--- src/rtl/acpi_ffr_pkg.sv ---
package acpi_ffr_pkg;
  typedef enum logic [1:0] {SZ_BYTE = 2'd0, SZ_WORD = 2'd1, SZ_DWORD = 2'd2} acc_size_e;

  typedef enum logic [2:0] {
    SEL_NONE, SEL_BAD, SEL_PCTL, SEL_C2, SEL_CMD, SEL_GSTS, SEL_GEN
  } reg_sel_e;

  localparam int WIN_BYTES = 16;
  localparam logic [3:0] OFF_PCTL = 4'h0;
  localparam logic [3:0] OFF_C2   = 4'h4;
  localparam logic [3:0] OFF_CMD  = 4'h6;
  localparam logic [3:0] OFF_GSTS = 4'h8;
  localparam logic [3:0] OFF_GEN  = 4'hA;

  localparam logic [7:0] CMD_ON  = 8'h01;
  localparam logic [7:0] CMD_OFF = 8'h02;
endpackage

--- src/rtl/acpi_ffr_decode.sv ---
module acpi_ffr_decode
  import acpi_ffr_pkg::*;
#(
  parameter int AW = 16,
  parameter logic [AW-1:0] BASE = 16'hAC00
) (
  input  logic          valid,
  input  logic [AW-1:0] addr,
  input  logic [1:0]    size,
  output logic          hit,
  output reg_sel_e      sel
);
  logic [AW-1:0] off;

  always_comb begin
    off = addr - BASE;
    hit = valid && (addr >= BASE) && (off < AW'(WIN_BYTES));
    sel = SEL_NONE;
    if (hit) begin
      unique case (off[3:0])
        OFF_PCTL: sel = (size == SZ_DWORD) ? SEL_PCTL : SEL_BAD;
        OFF_C2:   sel = (size == SZ_BYTE)  ? SEL_C2   : SEL_BAD;
        OFF_CMD:  sel = (size == SZ_BYTE)  ? SEL_CMD  : SEL_BAD;
        OFF_GSTS: sel = (size == SZ_WORD)  ? SEL_GSTS : SEL_BAD;
        OFF_GEN:  sel = (size == SZ_WORD)  ? SEL_GEN  : SEL_BAD;
        default:  sel = SEL_BAD;
      endcase
    end
  end
endmodule

--- src/rtl/acpi_ffr_gpe.sv ---
module acpi_ffr_gpe #(
  parameter int EVT_N = 16
) (
  input  logic             clk,
  input  logic             rst,
  input  logic [EVT_N-1:0] evt_in,
  input  logic             wr_sts,
  input  logic             wr_en,
  input  logic [EVT_N-1:0] wdata,
  output logic [EVT_N-1:0] sts,
  output logic [EVT_N-1:0] en,
  output logic             sci
);
  logic [EVT_N-1:0] evt_q;
  logic [EVT_N-1:0] rise;
  logic [EVT_N-1:0] clr;

  always_comb begin
    rise = evt_in & ~evt_q;
    clr  = wr_sts ? wdata : '0;
  end

  always_ff @(posedge clk) begin
    if (rst) begin
      evt_q <= '0;
      sts   <= '0;
      en    <= '0;
      sci   <= 1'b0;
    end else begin
      evt_q <= evt_in;
      sts   <= (sts & ~clr) | rise;
      if (wr_en) en <= wdata;
      sci   <= |(sts & en);
    end
  end
endmodule

--- src/rtl/acpi_ffr_cmd.sv ---
module acpi_ffr_cmd
  import acpi_ffr_pkg::*;
(
  input  logic       clk,
  input  logic       rst,
  input  logic       wr,
  input  logic [7:0] wdata,
  output logic [7:0] cmd_q,
  output logic       stb,
  output logic       on
);
  always_ff @(posedge clk) begin
    if (rst) begin
      cmd_q <= 8'h00;
      stb   <= 1'b0;
      on    <= 1'b0;
    end else begin
      stb <= wr;
      if (wr) begin
        cmd_q <= wdata;
        if (wdata == CMD_ON)       on <= 1'b1;
        else if (wdata == CMD_OFF) on <= 1'b0;
      end
    end
  end
endmodule

--- src/rtl/acpi_ffr_bank.sv ---
module acpi_ffr_bank
  import acpi_ffr_pkg::*;
#(
  parameter int AW = 16,
  parameter logic [AW-1:0] BASE = 16'hAC00,
  parameter int EVT_N = 16,
  parameter int DUTY_W = 3,
  parameter int DW = 32
) (
  input  logic             clk,
  input  logic             rst,
  input  logic             bus_valid,
  input  logic             bus_write,
  input  logic [1:0]       bus_size,
  input  logic [AW-1:0]    bus_addr,
  input  logic [DW-1:0]    bus_wdata,
  input  logic [EVT_N-1:0] evt_in,
  output logic [DW-1:0]    rd_data,
  output logic             rd_valid,
  output logic             acc_err,
  output logic             c2_req,
  output logic             cmd_stb,
  output logic [7:0]       cmd_byte,
  output logic             acpi_on,
  output logic             sci
);
  localparam int THR_BIT = DUTY_W + 1;
  localparam logic [DW-1:0] PCTL_MASK = DW'((1 << DUTY_W) - 1) | (DW'(1) << THR_BIT);

  logic             hit;
  reg_sel_e         sel;
  logic [DW-1:0]    pctl_q;
  logic [EVT_N-1:0] gpe_sts;
  logic [EVT_N-1:0] gpe_en;
  logic [DW-1:0]    rd_mux;

  acpi_ffr_decode #(.AW(AW), .BASE(BASE)) u_dec (
    .valid(bus_valid), .addr(bus_addr), .size(bus_size), .hit(hit), .sel(sel)
  );

  acpi_ffr_gpe #(.EVT_N(EVT_N)) u_gpe (
    .clk(clk), .rst(rst), .evt_in(evt_in),
    .wr_sts(hit && bus_write && sel == SEL_GSTS),
    .wr_en(hit && bus_write && sel == SEL_GEN),
    .wdata(bus_wdata[EVT_N-1:0]),
    .sts(gpe_sts), .en(gpe_en), .sci(sci)
  );

  acpi_ffr_cmd u_cmd (
    .clk(clk), .rst(rst),
    .wr(hit && bus_write && sel == SEL_CMD),
    .wdata(bus_wdata[7:0]),
    .cmd_q(cmd_byte), .stb(cmd_stb), .on(acpi_on)
  );

  always_comb begin
    unique case (sel)
      SEL_PCTL: rd_mux = pctl_q;
      SEL_CMD:  rd_mux = DW'(cmd_byte);
      SEL_GSTS: rd_mux = DW'(gpe_sts);
      SEL_GEN:  rd_mux = DW'(gpe_en);
      default:  rd_mux = '0;
    endcase
  end

  always_ff @(posedge clk) begin
    if (rst) begin
      pctl_q   <= '0;
      rd_data  <= '0;
      rd_valid <= 1'b0;
      acc_err  <= 1'b0;
      c2_req   <= 1'b0;
    end else begin
      rd_valid <= hit && !bus_write;
      acc_err  <= hit && (sel == SEL_BAD);
      c2_req   <= hit && !bus_write && (sel == SEL_C2);
      rd_data  <= (hit && !bus_write) ? rd_mux : '0;
      if (hit && bus_write && sel == SEL_PCTL) pctl_q <= bus_wdata & PCTL_MASK;
    end
  end
endmodule

--- config.mk ---
export PLATFORM = sky130hd
export DESIGN_NAME = acpi_ffr_bank
export DESIGN_NICKNAME = d
export VERILOG_FILES = /design/src/rtl/acpi_ffr_pkg.sv /design/src/rtl/acpi_ffr_decode.sv /design/src/rtl/acpi_ffr_gpe.sv /design/src/rtl/acpi_ffr_cmd.sv /design/src/rtl/acpi_ffr_bank.sv
export SDC_FILE = /design/constraint.sdc
export NUM_CORES = 1
export LEC_CHECK = 0
export ABC_AREA = 1
export CAP_MARGIN = 20
export CORE_MARGIN = 8
export CORE_UTILIZATION = 42
export CTS_CLUSTER_SIZE = 30
export DETAILED_ROUTE_END_ITERATION = 12
export PLACE_DENSITY = 0.86
export SLEW_MARGIN = 0
export SYNTH_ARGS = -nofsm -noshare
export SYNTH_HDL_FRONTEND = slang
export SYNTH_HIERARCHICAL = 1
export SYNTH_SLANG_ARGS = --single-unit
--- constraint.sdc ---
create_clock -name clk -period 2.6 [get_ports clk]
set_clock_uncertainty 0.05 [all_clocks]
set_input_delay 0.39 -clock clk [delete_from_list [all_inputs] [get_ports clk]]
set_output_delay 0.39 -clock clk [all_outputs]
set_load 0.005 [all_outputs]
==> impl_metrics.py <==
metrics = {
    "run_status": {
        "outcome": "completed",
    },
    "grt": {
        "grt_usage_pct": 16.33,
        "grt_pass1_vias": 3333,
        "grt_max_degree": 37,
        "grt.overflow.total": 0,
        "grt_antenna_before_repair": 0,
        "grt_pass1_wl_mm": 15.58,
    },
    "finish": {
        "layout.nets": 648,
        "nFillCells": 787,
        "diodes": 0,
        "synthToLayoutAreaGrowth_pct": 30.97,
        "drive_above_1_share_pct": 13.38,
        "final_core_util_pct": 55.88,
    },
    "yosys": {
        "synthesis.instances": 482,
        "seq_area_frac_synth_pct": 44.55,
        "syn-cell-area_mm2": 0.003685,
        "synth_seq_cells": 82,
        "synth_most_common_cell": "nand2_1",
        "ys_top_cells_by_count": "nand2_1, dfxtp_1, nor2_1",
        "synthArstFlopShare_pct": 0,
        "synth_flop_cell": "dfxtp_1",
        "synth_edf_count": 0,
        "avgSynthCellArea_um2": 7.645,
        "yosys_warnings": 6,
        "yosys-top-cells-area": "dfxtp_1, nand2_1, nor2_1",
        "ys_types": 34,
        "synth_top_area_share_pct": 44.55,
        "yosys.area.top_type": "dfxtp_1",
    },
    "critical_path": {
        "critPathKind": "primary input to flip-flop",
        "crit_arrival_ns": 2.57,
        "end_kind": "flip-flop",
        "crit_required_ns": 2.80,
        "timing.rr.start": "u_gpe/sts[0]$_SDFF_PP0_",
        "crit_path_start_kind": "primary input",
        "ff2ff_path_depth": 6,
        "crit_fanout": 9,
        "r2r_end": "u_gpe/sci$_SDFF_PP0_",
        "r2r_slack_ns": 1.60,
    },
    "min_path": {
        "holdPathEnd": "u_gpe/sts[1]$_SDFF_PP0_",
        "min_from": "u_gpe/evt_q[1]$_SDFF_PP0_",
        "whs_path_depth": 1,
        "hp-class": "flip-flop to flip-flop",
    },
    "route": {
        "drtPass1Iterations": 5,
        "vias_per_cell": 5.027,
        "vias": 3474,
        "drc": 0,
        "drt_iter0_markers": 203,
        "postRouteAntennaNets": 0,
        "wl_per_cell_um": 14.03,
        "drt_wl_total_mm": 9.697,
    },
    "clock_tree": {
        "clock_latency_ns": 0.35,
        "ctsHoldBuffers": 0,
        "cts-resized-gates": 0,
        "cts_setup_buffers": 0,
        "cts-root-buf": "clkbuf_8",
        "cts.sinks": 82,
        "clockBufferDepth": 2,
        "clk_pin_slew_ns": 0.08,
        "cts_tree": "yes",
        "htree_levels": 3,
        "numCtsBuffers": 9,
    },
    "placed_design": {
        "numPortBuffers": 83,
        "dp_hpwl_mm": 7.389,
        "place_congestion": 0.8911,
    },
    "timing": {
        "max_freq_ghz": 0.4217,
        "setup_viol": 0,
        "fin_crit_sh_pct": 91.22,
        "hold_viol": 0,
        "whs_ns": 0.3621,
        "finalMaxSlewViolations": 0,
        "finalCriticalPeriod_ns": 2.372,
        "tns_ns": 0,
        "rsz0062_at_grt": "no",
    },
    "floorplanning": {
        "io_pins": 116,
        "core_area_mm2": 0.008636,
        "fp.dieH_um": 109.7,
        "initial_utilization_pct": 42.67,
        "dieArea_mm2": 0.01203,
        "rows": 34,
        "fp.dieW_um": 109.7,
    },
    "power": {
        "ir_drop_mv": 0.2481,
        "p_leak_nw": 2.077,
        "p_per_area_mw_per_mm2": 520.5,
    },
    "run": {
        "max-cap-violations": 0,
    },
}
## area by class of cell
type                    count  area [um^2]  share of cell area, %
clock buffers              13        178.9                  3.708
clock inverters             3        43.79                 0.9074
inverters                  54        210.2                  4.356
multi-input cells         326         1595                  33.06
flip-flops and latches     82         1642                  34.02
well taps                 108        135.1                  2.800
repair buffers            105         1021                  21.16
## logic make-up (layout without fill, tap and decap cells)
logic type | Yosys count | count (layout) | synth area share, %
buf+inv | 89 | 175 | 13.89
compound gates | 66 | 66 | 11.24
other cells | 1 | 16 | 0.1018
simple gates | 244 | 244 | 30.22
flops | 82 | 82 | 44.55
## power by group
| group | total [mW] | leakage, nW | internal [mW] | switching [mW] |
|---|---|---|---|---|
| registers | 1.32 | 0.670 | 1.29 | 0.0236 |
| clock network | 0.999 | 0.116 | 0.551 | 0.448 |
| logic | 0.197 | 1.29 | 0.102 | 0.0946 |
| total | 2.51 | 2.08 | 1.95 | 0.566 |
## sequential cells by signal, indices dropped and copies added, names as in the netlist
register     count
acc_err          1
c2_req           1
pctl_q           4
rd_data         16
rd_valid         1
u_cmd/cmd_q      8
u_cmd/on         1
u_cmd/stb        1
u_gpe/en        16
u_gpe/evt_q     16
u_gpe/sci        1
u_gpe/sts       16
## routing by layer
layer | part of all wire, % | track usage, % | vias up
met2 | 49 | 27.82 | 161
met3 | 8.3 | 3.283 | 27
met4 | 3.2 | 9.257 | 0
met5 | 0 | 0 | -
met1 | 40 | 18.73 | 1569
li1 | - | - | 1717
## how the worst max path moves through the flow
stage / cells past startpoint / startpoint / to
after floorplan: 10 / bus_addr[4] / u_gpe/en[0]$_SDFFE_PP0P_
after global placement: 14 / bus_addr[10] / u_cmd/on$_SDFFE_PP0P_
after detailed placement: 13 / bus_addr[2] / u_cmd/on$_SDFFE_PP0P_
after CTS: 12 / bus_addr[2] / u_cmd/cmd_q[2]$_SDFFE_PP0P_
after global routing: 12 / bus_addr[2] / u_cmd/cmd_q[2]$_SDFFE_PP0P_
final: 12 / bus_addr[2] / u_cmd/cmd_q[2]$_SDFFE_PP0P_
## cells in the final DEF (no fill, tap or decap), types with 11 or more instances in the layout
cell type,instances
conb_1,16
inv_1,46
clkbuf_8,13
o21ai_1,11
nand4_1,22
nor2_1,64
nand2_1,102
dfxtp_1,82
clkdlybuf4s50_1,83
nand3_1,28
a21oi_1,20
buf_4,20
## stage by stage
stage | instances | area [um^2] | total power [mW] | setup WS, ns
finish | 691 | 4826 | 2.512 | 0.2284
global route | 691 | 4826 | 2.613 | 0.005395
CTS | 691 | 4826 | 2.523 | 0.2524
detailed placement | 675 | 4603 | 1.540 | -0.08304
global placement | 675 | 4603 | 1.529 | -0.01553
floorplan | 497 | 3741 | 1.448 | 0.09090
## worst max-delay path, cell delays in order
cell             delay (ns)
clkdlybuf4s50_1        0.48
inv_1                  0.11
nand2_2                0.08
nor3_1                 0.21
a21oi_1                0.08
nor2_2                 0.24
nand2_2                0.10
nor3_1                 0.25
buf_4                  0.19
buf_4                  0.15
nor2_1                 0.06
a211oi_1               0.21
Power figures use the tool's default switching activity.
